**config.mk**
```make
export PLATFORM = sky130hd
export DESIGN_NAME = bus_cycle_classifier
export DESIGN_NICKNAME = d
export VERILOG_FILES = /design/src/rtl/bus_cycle_classifier.sv
export SDC_FILE = /design/constraint.sdc
export NUM_CORES = 1
export LEC_CHECK = 0
export ABC_AREA = 1
export BUFFER_PORTS_ARGS = -buffer_cell sky130_fd_sc_hd__buf_4
export CAP_MARGIN = 10
export CORE_ASPECT_RATIO = 0.5
export CORE_MARGIN = 5
export CORE_UTILIZATION = 48
export DETAILED_ROUTE_END_ITERATION = 16
export PLACE_DENSITY_LB_ADDON = 0.25
export SYNTH_ARGS = -nofsm -noshare
export SYNTH_HDL_FRONTEND = slang
export SYNTH_SLANG_ARGS = --single-unit
```
**constraint.sdc**
```tcl
create_clock -name clk -period 1.69 [get_ports clk]
set_input_delay 0 -clock clk [delete_from_list [all_inputs] [get_ports clk]]
set_output_delay 0 -clock clk [all_outputs]
set_load 0.05 [all_outputs]
```
**src/rtl/bus_cycle_classifier.sv**
```systemverilog
module bus_cycle_classifier #(
  parameter int AW = 16,
  parameter int DW = 8
) (
  input  logic          clk,
  input  logic          rst,
  input  logic          first_n,
  input  logic          read_n,
  input  logic          write_n,
  input  logic          mem_sel_n,
  input  logic          io_sel_n,
  input  logic [AW-1:0] addr_in,
  input  logic [DW-1:0] data_in,
  output logic          begin_pls,
  output logic [AW-1:0] begin_addr,
  output logic          addr_pend,
  output logic          end_pls,
  output logic [2:0]    end_kind,
  output logic [DW-1:0] end_data,
  output logic [1:0]    end_cat,
  output logic          bad_pls
);

  typedef enum logic [2:0] {
    K_IDLE = 3'd0, K_MRD = 3'd1, K_MWR = 3'd2, K_IRD = 3'd3,
    K_IWR  = 3'd4, K_OPF = 3'd5, K_IACK = 3'd6
  } kind_e;

  kind_e now_kind, last_kind;
  logic [DW-1:0] data_q;

  always_comb begin
    now_kind = K_IDLE;
    if (!mem_sel_n) begin
      if (!read_n)       now_kind = first_n ? K_MRD : K_OPF;
      else if (!write_n) now_kind = K_MWR;
    end else if (!io_sel_n) begin
      if (!first_n)      now_kind = K_IACK;
      else if (!read_n)  now_kind = K_IRD;
      else if (!write_n) now_kind = K_IWR;
    end
  end

  wire act_now  = (now_kind != K_IDLE);
  wire act_last = (last_kind != K_IDLE);
  wire go_begin = !act_last && act_now;
  wire go_end   = act_last && !act_now;
  wire go_bad   = act_last && act_now && (now_kind != last_kind);

  function automatic logic [1:0] cat_of(kind_e k);
    case (k)
      K_MWR:         return 2'd1;
      K_IRD, K_IACK: return 2'd2;
      K_IWR:         return 2'd3;
      default:       return 2'd0;
    endcase
  endfunction

  always_ff @(posedge clk) begin
    if (rst) begin
      last_kind  <= K_IDLE;
      begin_pls  <= 1'b0;
      end_pls    <= 1'b0;
      bad_pls    <= 1'b0;
      addr_pend  <= 1'b0;
      begin_addr <= '0;
      end_kind   <= 3'd0;
      end_data   <= '0;
      end_cat    <= 2'd0;
      data_q     <= '0;
    end else begin
      last_kind <= now_kind;
      begin_pls <= go_begin;
      end_pls   <= go_end;
      bad_pls   <= go_bad;
      if (act_now) data_q <= data_in;
      if (go_begin) begin
        begin_addr <= addr_in;
        addr_pend  <= 1'b1;
      end else if (go_end || go_bad) begin
        addr_pend  <= 1'b0;
      end
      if (go_end) begin
        end_kind <= last_kind;
        end_data <= data_q;
        end_cat  <= cat_of(last_kind);
      end
    end
  end

  a_r4_begin_addr: assert property (@(posedge clk) disable iff (rst)
    begin_pls |-> (begin_addr == $past(addr_in)) && addr_pend);
  a_r5_end_data: assert property (@(posedge clk) disable iff (rst)
    end_pls |-> end_data == $past(data_in, 2));
  a_r6_end_kind: assert property (@(posedge clk) disable iff (rst)
    end_pls |-> (end_kind != 3'd0) && !addr_pend);
  a_r7_bad_drops: assert property (@(posedge clk) disable iff (rst)
    bad_pls |-> !addr_pend && !begin_pls && !end_pls);
  a_r9_one_shot: assert property (@(posedge clk) disable iff (rst)
    end_pls |=> !end_pls);
  a_r9_exclusive: assert property (@(posedge clk) disable iff (rst)
    $countones({begin_pls, end_pls, bad_pls}) <= 1);
  a_r10_reset: assert property (@(posedge clk)
    rst |=> !begin_pls && !end_pls && !bad_pls && !addr_pend);

endmodule

```
==> metrics <==
1st-pass router iterations=4; setup ws final=about 0.23 ns; vias post-DR=between 1500 and 2000; Synth Flop Type=dfxtp_1; final number of hold-violating endpoints=0; Port Buffer Count=63; Wirelength per Cell=12.80 um; power per cell area=1090 mW/mm^2; mapped cell area=0.001757 mm^2; CP Launch Type=register; hold_ws=0.01183 ns; CTS Buffer Depth=2; max_slew headroom=a little under three fifths; peak supply drop=~0.00048 V; crit path kind=register to register; DIE HEIGHT=52.78 um; synth unique cells=24; area post-placement=0.002230 mm^2; Max FO, Critical Path=15; number of global-route vias before repair=1663; area of the multi-input gates=742.0 um^2; Final Cell Area=0.002589 mm^2; PostCTS Resize Cnt=0; Worst path top cell family by delay=simple AND/OR/NAND/NOR gates; Critical Path RT=1.86 ns; Net Sw Frac=30.50%; clk slew on worst S/H paths=about 0.080 ns; ANT cells=0; Seq/Total Area, Yosys=between 50% and 60%; I/O pin total=64; Routed Antenna Nets=0; initial antenna violation count=0; clock network power share=around 32%; CP Buf/Inv Count=2; Area Overhead vs Synth=47.36%; endpoints failing setup=0; Mean Syn Cell Area=7.773 um^2; Post-synth ARST share=0%; Root Driver=clkbuf_8; top cell type's share of synthesized area=50.14%; Site Rows=15; DRC errors left=0; Sink Count=44; status=complete, no violations; CP max stage delay=0.33 ns; GPL Wtd Cong=slightly below 0.8; Yosys reg bits=44; EDFF count, synth=0; nets=342; fin crit share=86.49%; Final Skew=0.005723 ns; layout cell share with drive strength beyond 1=26.69%; die area=0.005043 mm^2; Fill cells=about 260; crit path cell chain=inv_1 -> nand3_1 -> nand3_4 -> clkinv_1 -> nand2_1 -> a21oi_1; internal power=1.961 mW; clock period minus final worst setup slack=1.462 ns; Fmax=0.6842 GHz; postcts setup bufs=0; Worst-Skew Late Latency=approximately 0.28 ns; Iteration-0 DRC Markers=between 70 and 80; Chip Width=95.56 um; static leakage=~1.2 nW; combinational share of power=about a quarter; largest net degree at the start of global routing=26; final setup TNS=0 ns; Slew @ Worst Pin=0.6509 ns; final core occ=74.56%; area leader, netlist=dfxtp_1; starting density of the core=50.59%; total CTS buffers=5; yosys warns=0; Synth area leaders=dfxtp_1 (50%), nor2_1 (12%), nand2_1 (9.2%), o21ai_0 (6.6%), a21oi_1 (4.3%); Hold Crit Class=primary input to register; grt total ovfl=0; Synth Net Count=257; NetSw=~860 uW; DR vias/cell=4.762; CP endpoint kind=register; H-tree levels=2; Max-Cap Viols=0; Max Slew Vio Count=0; Flop pwr share=approximately two fifths; Setup WS pre-CTS=0.2445 ns; CTS Hold Bufs=23; Slowest-stage cell, CP=dfxtp_1; CTS tree=done; Post-Synthesis Cells=~230; final wirelength=4.635 mm; DP HPWL=roughly 3.0 mm; GRT Overall Usage=19.52%; RSZ-0062 raised after global routing=no; Reg area=880.8 um^2; Critical Path AT=between 1.5 and 2 ns; Core Area=0.003472 mm^2; global-route wire length before repair=around 7.5 mm
[metrics by stage]
stage	cells	total power, mW
floorplan	226	1.695
global placement	332	1.871
detailed placement	332	1.890
CTS	362	2.830
global route	362	2.960
finish	362	2.822
[flip-flops by register name (all words and copies together), names as in the netlist]
name        cells
addr_pend       1
bad_pls         1
begin_addr     16
data_q          8
end_kind        3
end_pls         1
end_data        8
begin_pls       1
last_kind       3
end_cat         2
[routing by layer]
metal,global-route usage (%),vias to the layer above,wire [um]
li1,-,879,-
met1,20.28,790,1911
met2,38.90,50,2418
met3,5.165,5,281
met4,5.189,0,24
met5,0,-,0
[worst reg2reg max path: cells and delay by family (launching register included)]
family | cells | cell delay, ns
simple gates | 3 | 0.52
buf+inv | 2 | 0.43
flops | 1 | 0.33
compound gates | 1 | 0.08
[area by class of cell]
| cell class | instances | share of cell area, % |
|---|---|---|
| clock buffer | 5 | 2.658 |
| clock inverter | 2 | 2.320 |
| inverter | 17 | 2.707 |
| multi-input combinational | 157 | 28.66 |
| sequential | 44 | 34.03 |
| tap | 51 | 2.465 |
| timing repair buffer | 86 | 27.16 |
[layout by cell type, fill, tap and decap left out]
cell / count
nand2_8: 2
nand2_2: 3
a21oi_2: 2
clkinv_2: 1
o21ai_0: 23
inv_2: 1
nand2_1: 43
dlygate4sd3_1: 23
clkbuf_8: 5
nor2_8: 1
inv_6: 1
dfxtp_1: 44
nand2_4: 1
nor2_1: 54
nand3_4: 1
o21ai_1: 3
clkinv_1: 1
a21oi_1: 15
inv_1: 13
nand3b_1: 1
bufinv_16: 2
buf_4: 63
nand3_1: 8
[power by group through the flow]
stage	clock network, mW	logic, mW	registers, mW
final	0.904	0.740	1.18
after detailed placement	0	0.690	1.20
after CTS	0.919	0.735	1.18
after global placement	0	0.676	1.20
after global routing	0.976	0.796	1.19
after floorplan	0	0.268	1.43
[worst paths after layout]
kind	start	end	slack, ns	depth (start not counted)
worst max-delay path	last_kind[2]$_SDFF_PP0_	end_data[4]$_SDFFE_PP0P_	0.23	6
worst min-delay path	addr_in[15]	begin_addr[15]$_SDFFE_PP0P_	0.01	3
worst max register to register	last_kind[2]$_SDFF_PP0_	end_data[4]$_SDFFE_PP0P_	0.23	6
worst min register to register	end_kind[1]$_SDFFE_PP0P_	end_kind[1]$_SDFFE_PP0P_	0.46	2
[cells in the mapped netlist (2+ instances only)]
| cell | instances |
|---|---|
| nand2_8 | 2 |
| clkbuf_1 | 3 |
| buf_8 | 2 |
| nand2_1 | 43 |
| nand2_2 | 3 |
| nor2_1 | 54 |
| o21ai_0 | 23 |
| nand3_1 | 8 |
| dfxtp_1 | 44 |
| a21oi_2 | 2 |
| o21ai_1 | 3 |
| a21oi_1 | 15 |
| inv_1 | 13 |
[cells by family (layout without fill, tap and decap cells)]
kind of cell / after synthesis / count (layout) / synth area share, %
and+or+nand+nor: 114 / 114 / 29.56
AOI/OAI and AO/OA: 43 / 43 / 12.68
buffers and inverters: 25 / 110 / 7.621
DFF: 44 / 44 / 50.14
Power figures use the tool's default switching activity.
